### config.mk
export PLATFORM = sky130hd
export DESIGN_NAME = line_buffer_unit
export DESIGN_NICKNAME = d
export VERILOG_FILES = /design/src/rtl/lbu_pkg.sv /design/src/rtl/lbu_line.sv /design/src/rtl/lbu_alloc.sv /design/src/rtl/line_buffer_unit.sv
export SDC_FILE = /design/constraint.sdc
export NUM_CORES = 2
export LEC_CHECK = 0
export BUFFER_PORTS_ARGS = -buffer_cell sky130_fd_sc_hd__buf_4
export CAP_MARGIN = 20
export CORE_UTILIZATION = 45
export DETAILED_ROUTE_END_ITERATION = 16
export SYNTH_ARGS = -nofsm -noshare
export SYNTH_HDL_FRONTEND = slang
export SYNTH_SLANG_ARGS = --single-unit
### constraint.sdc
create_clock -name clk_i -period 14.2 [get_ports clk_i]
set_input_delay 4.26 -clock clk_i [delete_from_list [all_inputs] [get_ports clk_i]]
set_output_delay 4.26 -clock clk_i [all_outputs]
set_load 0.03 [all_outputs]
### src/rtl/lbu_pkg.sv
package lbu_pkg;
  typedef enum logic [1:0] {LN_EMPTY, LN_POSTED, LN_PREFETCH, LN_FILLING} line_st_e;
  typedef enum logic [1:0] {FS_IDLE, FS_FLUSH, FS_FILL} fsm_e;
endpackage

### src/rtl/lbu_line.sv
module lbu_line
  import lbu_pkg::*;
#(
  parameter int LINE_BYTES = 16,
  parameter int TAG_W      = 28
) (
  input  logic                    clk_i,
  input  logic                    rst_ni,
  input  logic                    load_i,
  input  logic [TAG_W-1:0]        tag_i,
  input  logic                    st_set_i,
  input  line_st_e                st_i,
  input  logic                    wr_i,
  input  logic [$clog2(LINE_BYTES/4)-1:0] wr_word_i,
  input  logic [3:0]              wr_be_i,
  input  logic [31:0]             wr_data_i,
  input  logic                    fill_i,
  input  logic [$clog2(LINE_BYTES/4)-1:0] fill_word_i,
  input  logic [31:0]             fill_data_i,
  output line_st_e                st_o,
  output logic [TAG_W-1:0]        tag_o,
  output logic [LINE_BYTES-1:0]   mask_o,
  output logic [LINE_BYTES*8-1:0] data_o
);
  localparam int WORDS = LINE_BYTES / 4;

  logic [LINE_BYTES-1:0] mask_n;

  always_comb begin
    mask_n = load_i ? '0 : mask_o;
    for (int w = 0; w < WORDS; w++) begin
      if (wr_i && wr_word_i == w[$bits(wr_word_i)-1:0]) mask_n[w*4 +: 4] = mask_n[w*4 +: 4] | wr_be_i;
      if (fill_i && fill_word_i == w[$bits(fill_word_i)-1:0]) mask_n[w*4 +: 4] = 4'hf;
    end
  end

  always_ff @(posedge clk_i or negedge rst_ni) begin
    if (!rst_ni) begin
      st_o   <= LN_EMPTY;
      tag_o  <= '0;
      mask_o <= '0;
    end else begin
      if (st_set_i) st_o <= st_i;
      if (load_i) tag_o <= tag_i;
      mask_o <= mask_n;
    end
  end

  for (genvar g = 0; g < LINE_BYTES; g++) begin : g_byte
    localparam int W = g / 4;
    localparam int L = g % 4;
    always_ff @(posedge clk_i or negedge rst_ni) begin
      if (!rst_ni) data_o[g*8 +: 8] <= '0;
      else if (fill_i && fill_word_i == W[$bits(fill_word_i)-1:0])
        data_o[g*8 +: 8] <= fill_data_i[L*8 +: 8];
      else if (wr_i && wr_word_i == W[$bits(wr_word_i)-1:0] && wr_be_i[L])
        data_o[g*8 +: 8] <= wr_data_i[L*8 +: 8];
    end
  end
endmodule

### src/rtl/lbu_alloc.sv
module lbu_alloc
  import lbu_pkg::*;
#(
  parameter int NUM_LINES = 4,
  localparam int IDX_W = $clog2(NUM_LINES)
) (
  input  logic           clk_i,
  input  logic           rst_ni,
  input  line_st_e       st_i [NUM_LINES],
  input  logic           adv_i,
  output logic           free_o,
  output logic [IDX_W-1:0] tgt_o
);
  logic [IDX_W-1:0] rr_q, free_idx;

  always_comb begin
    free_o   = 1'b0;
    free_idx = '0;
    for (int i = NUM_LINES - 1; i >= 0; i--) begin
      if (st_i[i] == LN_EMPTY) begin
        free_o   = 1'b1;
        free_idx = i[IDX_W-1:0];
      end
    end
    tgt_o = free_o ? free_idx : rr_q;
  end

  // victim pointer moves only when a full set forced a choice
  always_ff @(posedge clk_i or negedge rst_ni) begin
    if (!rst_ni) rr_q <= '0;
    else if (adv_i && !free_o) begin
      if (rr_q == IDX_W'(NUM_LINES - 1)) rr_q <= '0;
      else rr_q <= rr_q + 1'b1;
    end
  end
endmodule

### src/rtl/line_buffer_unit.sv
module line_buffer_unit
  import lbu_pkg::*;
#(
  parameter int NUM_LINES  = 4,
  parameter int LINE_BYTES = 16,
  parameter int ADDR_W     = 32
) (
  input  logic              clk_i,
  input  logic              rst_ni,
  input  logic              exp_req_i,
  input  logic              exp_we_i,
  input  logic [ADDR_W-1:0] exp_addr_i,
  input  logic [3:0]        exp_be_i,
  input  logic [31:0]       exp_wdata_i,
  output logic              exp_wait_o,
  output logic [31:0]       exp_rdata_o,
  input  logic              flush_i,
  output logic              sys_valid_o,
  input  logic              sys_ready_i,
  output logic              sys_we_o,
  output logic [ADDR_W-1:0] sys_addr_o,
  output logic [3:0]        sys_be_o,
  output logic [31:0]       sys_wdata_o,
  input  logic [31:0]       sys_rdata_i,
  output logic              sys_last_o
);
  localparam int WORDS = LINE_BYTES / 4;
  localparam int WB    = $clog2(WORDS);
  localparam int OFS   = $clog2(LINE_BYTES);
  localparam int TAG_W = ADDR_W - OFS;
  localparam int IDX_W = $clog2(NUM_LINES);

  line_st_e              ln_st   [NUM_LINES];
  logic [TAG_W-1:0]      ln_tag  [NUM_LINES];
  logic [LINE_BYTES-1:0] ln_mask [NUM_LINES];
  logic [LINE_BYTES*8-1:0] ln_data [NUM_LINES];
  logic [NUM_LINES-1:0]  ln_load, ln_set, ln_wr, ln_fill;
  line_st_e              st_in;

  fsm_e             fsm_q, fsm_n;
  logic [IDX_W-1:0] cur_q, cur_n;
  logic [WB-1:0]    beat_q, beat_n;
  logic             flush_pend_q;

  logic [TAG_W-1:0] req_tag;
  logic [WB-1:0]    req_word;
  logic             hit_any, wr_any, full_any, free_any, accept, adv;
  logic [IDX_W-1:0] hit_idx, wr_idx, full_idx, tgt_idx;

  assign req_tag  = exp_addr_i[ADDR_W-1:OFS];
  assign req_word = exp_addr_i[OFS-1:2];

  for (genvar i = 0; i < NUM_LINES; i++) begin : g_line
    lbu_line #(.LINE_BYTES(LINE_BYTES), .TAG_W(TAG_W)) i_line (
      .clk_i       (clk_i),
      .rst_ni      (rst_ni),
      .load_i      (ln_load[i]),
      .tag_i       (req_tag),
      .st_set_i    (ln_set[i]),
      .st_i        (st_in),
      .wr_i        (ln_wr[i]),
      .wr_word_i   (req_word),
      .wr_be_i     (exp_be_i),
      .wr_data_i   (exp_wdata_i),
      .fill_i      (ln_fill[i]),
      .fill_word_i (beat_q),
      .fill_data_i (sys_rdata_i),
      .st_o        (ln_st[i]),
      .tag_o       (ln_tag[i]),
      .mask_o      (ln_mask[i]),
      .data_o      (ln_data[i])
    );
  end

  lbu_alloc #(.NUM_LINES(NUM_LINES)) i_alloc (
    .clk_i  (clk_i),
    .rst_ni (rst_ni),
    .st_i   (ln_st),
    .adv_i  (adv),
    .free_o (free_any),
    .tgt_o  (tgt_idx)
  );

  // lowest-index search for hit, posted and complete lines
  always_comb begin
    hit_any = 1'b0; hit_idx = '0;
    wr_any = 1'b0;  wr_idx = '0;
    full_any = 1'b0; full_idx = '0;
    for (int i = NUM_LINES - 1; i >= 0; i--) begin
      if (ln_st[i] != LN_EMPTY && ln_tag[i] == req_tag) begin
        hit_any = 1'b1; hit_idx = i[IDX_W-1:0];
      end
      if (ln_st[i] == LN_POSTED) begin
        wr_any = 1'b1; wr_idx = i[IDX_W-1:0];
        if (&ln_mask[i]) begin
          full_any = 1'b1; full_idx = i[IDX_W-1:0];
        end
      end
    end
  end

  always_comb begin
    fsm_n   = fsm_q;
    cur_n   = cur_q;
    beat_n  = beat_q;
    accept  = 1'b0;
    adv     = 1'b0;
    ln_load = '0;
    ln_set  = '0;
    ln_wr   = '0;
    ln_fill = '0;
    st_in   = LN_EMPTY;
    unique case (fsm_q)
      FS_IDLE: begin
        beat_n = '0;
        if (full_any) begin
          fsm_n = FS_FLUSH; cur_n = full_idx;
        end else if (flush_pend_q && wr_any) begin
          fsm_n = FS_FLUSH; cur_n = wr_idx;
        end else if (exp_req_i && exp_we_i) begin
          if (hit_any && ln_st[hit_idx] == LN_POSTED) begin
            ln_wr[hit_idx] = 1'b1;
            accept = 1'b1;
          end else if (hit_any) begin
            // prefetched copy is dropped, line restarts as posted
            ln_load[hit_idx] = 1'b1; ln_set[hit_idx] = 1'b1; st_in = LN_POSTED;
            ln_wr[hit_idx] = 1'b1;
            accept = 1'b1;
          end else if (ln_st[tgt_idx] == LN_POSTED) begin
            fsm_n = FS_FLUSH; cur_n = tgt_idx; adv = 1'b1;
          end else begin
            ln_load[tgt_idx] = 1'b1; ln_set[tgt_idx] = 1'b1; st_in = LN_POSTED;
            ln_wr[tgt_idx] = 1'b1;
            accept = 1'b1; adv = 1'b1;
          end
        end else if (exp_req_i) begin
          if (hit_any && ln_st[hit_idx] == LN_PREFETCH) begin
            accept = 1'b1;
          end else if (wr_any) begin
            fsm_n = FS_FLUSH; cur_n = wr_idx;
          end else begin
            ln_load[tgt_idx] = 1'b1; ln_set[tgt_idx] = 1'b1; st_in = LN_FILLING;
            fsm_n = FS_FILL; cur_n = tgt_idx; adv = 1'b1;
          end
        end
      end
      FS_FLUSH: begin
        if (sys_ready_i) begin
          beat_n = beat_q + 1'b1;
          if (beat_q == WB'(WORDS - 1)) begin
            ln_set[cur_q] = 1'b1; st_in = LN_EMPTY; fsm_n = FS_IDLE;
          end
        end
      end
      FS_FILL: begin
        if (sys_ready_i) begin
          ln_fill[cur_q] = 1'b1;
          beat_n = beat_q + 1'b1;
          if (beat_q == WB'(WORDS - 1)) begin
            ln_set[cur_q] = 1'b1; st_in = LN_PREFETCH; fsm_n = FS_IDLE;
          end
        end
      end
      default: fsm_n = FS_IDLE;
    endcase
  end

  always_ff @(posedge clk_i or negedge rst_ni) begin
    if (!rst_ni) begin
      fsm_q        <= FS_IDLE;
      cur_q        <= '0;
      beat_q       <= '0;
      flush_pend_q <= 1'b0;
    end else begin
      fsm_q        <= fsm_n;
      cur_q        <= cur_n;
      beat_q       <= beat_n;
      flush_pend_q <= flush_i | (flush_pend_q & wr_any);
    end
  end

  assign exp_wait_o  = exp_req_i & ~accept;
  assign exp_rdata_o = ln_data[hit_idx][req_word*32 +: 32];
  assign sys_valid_o = (fsm_q != FS_IDLE);
  assign sys_we_o    = (fsm_q == FS_FLUSH);
  assign sys_addr_o  = {ln_tag[cur_q], beat_q, 2'b00};
  assign sys_be_o    = (fsm_q == FS_FLUSH) ? ln_mask[cur_q][beat_q*4 +: 4] : 4'hf;
  assign sys_wdata_o = ln_data[cur_q][beat_q*32 +: 32];
  assign sys_last_o  = sys_valid_o && (beat_q == WB'(WORDS - 1));
endmodule

==> impl_metrics.py <==
metrics = {
    "floorplanning": {
        "fp.dieW_um": 306.7,
        "core_area_sq_mm": 0.09180,
        "start_util": 0.4552,
        "dieArea_sq_mm": 0.09408,
        "io_pins": 210,
        "rows": 111,
        "die_h_um": 306.7,
    },
    "layout": {
        "design_area_sq_mm": 0.04716,
        "final_core_util": 0.5137,
        "layout-drive-gt1-share": 0.1863,
        "seq_area_sq_mm": 0.01765,
        "multi_input_area_sq_mm": 0.02291,
        "nets": 4260,
        "area_growth_pct": 12.87,
        "fillCellCount": 8317,
    },
    "yosys": {
        "synth_area_sq_mm": 0.04179,
        "synth_flop_cell": "dfrtp_1",
        "synth_area_per_cell_sq_um": 10.03,
        "synth_cell_types": 74,
        "yosys.area.top_type": "dfrtp_1",
        "synth_edf_count": 0,
        "ys_seq_area_frac": 0.4222,
        "ys_warn_count": 0,
        "synth_top_area_frac": 0.4222,
        "synth_area_leaders": "dfrtp_1 42%, mux2i_1 11%, mux4_2 11%",
        "yosysMostFrequentCell": "nand2_1",
        "synthTopCellsByCount": "796 x nand2_1, 705 x dfrtp_1, 480 x mux2i_1",
        "synthCells": 4168,
        "synthArstFlopShare": 1.000,
        "ys_ff_latch": 705,
    },
    "min_path": {
        "hold_path.startpoint": "g_line[1].i_line.data_o[6]",
        "min_to": "g_line[1].i_line.data_o[6]",
        "hold_depth": 2,
        "hold_path_class": "reg -> reg",
    },
    "clock_network": {
        "ctsLongestPathBuffers": 3,
        "clk_pin_slew_ns": 0.05,
        "cts_buffers": 84,
        "h-tree-depth": 3,
        "numClockSinks": 705,
        "cts_root_buffer": "clkbuf_16",
        "post_cts_buffers": 0,
        "cts_resized": 0,
        "cts_tree": "yes",
        "clk_latency_ns": 0.66,
        "ctsHoldBuffers": 0,
    },
    "sta": {
        "finalHoldViolations": 0,
        "finalCriticalPeriod_ns": 12.41,
        "rsz0062_at_grt": "no",
        "max_slew_margin": 0.1533,
        "tightest_slew_ns": 1.260,
        "post-route-period-util": 0.8737,
        "tns_ns": 0,
        "setup_viol_count_final": 0,
        "drv_slew": 0,
        "skew_ns": 0.02120,
        "max_freq_mhz": 80.61,
    },
    "route": {
        "antenna_left": 0,
        "first_pass_iters": 7,
        "drt_iter0_drc": 4517,
        "drt-total-wl_um": 151000,
        "vias": 34704,
        "viasPerCell": 6.367,
        "drc": 0,
        "wire_per_inst_um": 27.71,
    },
    "worst_setup_path": {
        "ff2ff_setup_slack_ns": 9.15,
        "r2r-end": "g_line[2].i_line.tag_o[12]",
        "path_cells": "buf_4 > xnor2_1 > nand4_1 > nor4_1 > o211ai_1 > nor3_2 > buf_4 > a221oi_1 > a221oi_1 > a31o_2 > buf_4",
        "cp_common_cell": "buf_4",
        "max_stage_delay_ns": 0.67,
        "cp.required_ns": 9.94,
        "reg2regPathDepth": 10,
        "timing.rr.start": "g_line[3].i_line.tag_o[1]",
        "critPathArrivalTime_ns": 8.15,
        "endpoint_kind": "primary output",
        "crit_fanout": 52,
        "critPathLaunchType": "primary input",
        "critPathSlowestCell": "buf_4",
        "path_class": "in -> out",
    },
    "placed_design": {
        "dp_hpwl_um": 90240,
        "placedInstanceArea_sq_mm": 0.04428,
        "port_buffers": 205,
        "place_congestion": 0.9675,
    },
    "outcome": {
        "status": "finished, final reports clean",
    },
    "power": {
        "p_switching_w": 0.003703,
        "p_leak_nw": 21.71,
        "power.clock.fraction": 0.232,
        "switching_share": 0.3898,
        "p_int_w": 0.005798,
        "combPwrFrac": 0.399,
        "powerDensity_mw_per_mm2": 201.5,
        "worst_ir_drop_vdd_mv": 0.1659,
        "p_seq_frac": 0.369,
    },
    "grt": {
        "antenna_found_initial": 12,
        "grt_pass1_vias": 33494,
        "grt_max_degree": 157,
        "grt_overflow": 0,
        "grt_pass1_wl_um": 224300,
        "track_usage": 0.3188,
    },
    "run": {
        "cap_violations": 0,
    },
}
## power by group through the flow
stage / Combinational, W / Clock [W] / Sequential [W]
3_5_place_dp: 0.00377 / 0 / 0.00351
2_1_floorplan: 0.00274 / 0 / 0.00323
5_1_grt: 0.00406 / 0.00231 / 0.00361
6_report: 0.00379 / 0.00220 / 0.00351
3_3_place_gp: 0.00372 / 0 / 0.00348
4_1_cts: 0.00378 / 0.00223 / 0.00348
## critical path: cells and delay by family
family | cells | cell delay (ns)
compound gates | 4 | 1.22
buf+inv | 3 | 1.04
xor+xnor | 1 | 0.45
simple gates | 3 | 1.05
## cells in the final DEF, fill, tap and decap left out, drive strengths merged, types with 4 or more instances in the layout
master | synthesis | routed
a21o | 20 | 20
a222oi | 88 | 88
and2 | 10 | 10
and4 | 12 | 12
clkbuf | 301 | 130
nor2 | 233 | 233
nor2b | 7 | 7
ha | 9 | 9
xor2 | 39 | 39
nor4 | 26 | 26
xnor2 | 76 | 76
mux2i | 480 | 480
bufinv | 0 | 6
inv | 27 | 31
o31ai | 4 | 4
a221oi | 60 | 60
a21oi | 238 | 238
nor3 | 21 | 21
a31o | 22 | 22
nand2 | 797 | 797
mux4 | 208 | 208
nand3 | 73 | 73
nand4 | 45 | 45
o21ai | 340 | 340
nand2b | 15 | 15
buf | 84 | 274
diode | 0 | 5
o211ai | 5 | 5
a31oi | 72 | 72
or4b | 4 | 4
dfrtp | 705 | 705
or4 | 4 | 4
and3 | 8 | 8
mux2 | 86 | 86
clkinv | 0 | 5
## layout make-up
class / count / share of cell area
clock buffer: 129 / 0.05282
tap: 1243 / 0.03298
clock inverter: 15 / 0.005412
multi-input combinational: 3052 / 0.4858
sequential: 705 / 0.3743
timing repair buffer: 275 / 0.04627
antenna: 5 / 0.0002653
inverter: 27 / 0.002175
## state kept, by name, indices dropped and copies added, names as in the netlist
register and cells:
fsm_q 2, g_line.i_line.tag_o 112, i_alloc.rr_q 2, flush_pend_q 1
beat_q 2, g_line.i_line.st_o 8, cur_q 2, g_line.i_line.data_o 512
g_line.i_line.mask_o 64
## metal layers
layer	wire, um	track usage
met2	69290	0.4897
met3	15050	0.07719
met5	107	0
met4	4555	0.1129
met1	62040	0.4391
## worst max path at each step
stage	startpoint	endpoint	slack, ns	depth (start not counted)
after CTS	exp_addr_i[16]	exp_rdata_o[16]	2.05	11
after detailed placement	exp_addr_i[16]	exp_rdata_o[20]	2.04	11
after global placement	exp_addr_i[16]	exp_rdata_o[16]	2.04	11
after floorplan	exp_addr_i[8]	exp_rdata_o[0]	3.09	13
after global routing	exp_addr_i[27]	exp_rdata_o[28]	1.83	11
final	exp_addr_i[5]	exp_rdata_o[28]	1.79	11
## through the flow
| stage | hold WS, ns | power [W] | cells | worst slack, ns |
|---|---|---|---|---|
| 2_1_floorplan | 0.4547 | 0.005966 | 4169 | 3.089 |
| 3_3_place_gp | 0.4792 | 0.007195 | 5290 | 2.036 |
| 3_5_place_dp | 0.4913 | 0.007283 | 5292 | 2.040 |
| 4_1_cts | 0.5038 | 0.009494 | 5436 | 2.050 |
| 5_1_grt | 0.5281 | 0.009971 | 5449 | 1.825 |
| 6_report | 0.5021 | 0.009501 | 5451 | 1.794 |
## kinds of logic after synthesis
group	synth area share
simple gates	0.1275
other cells	0.00008974
buf+inv	0.04027
fa+ha+maj	0.002695
xor+xnor	0.02536
compound gates	0.1316
flops	0.4222
mux	0.2503
Note: power is estimated with default switching activity, not from simulation.
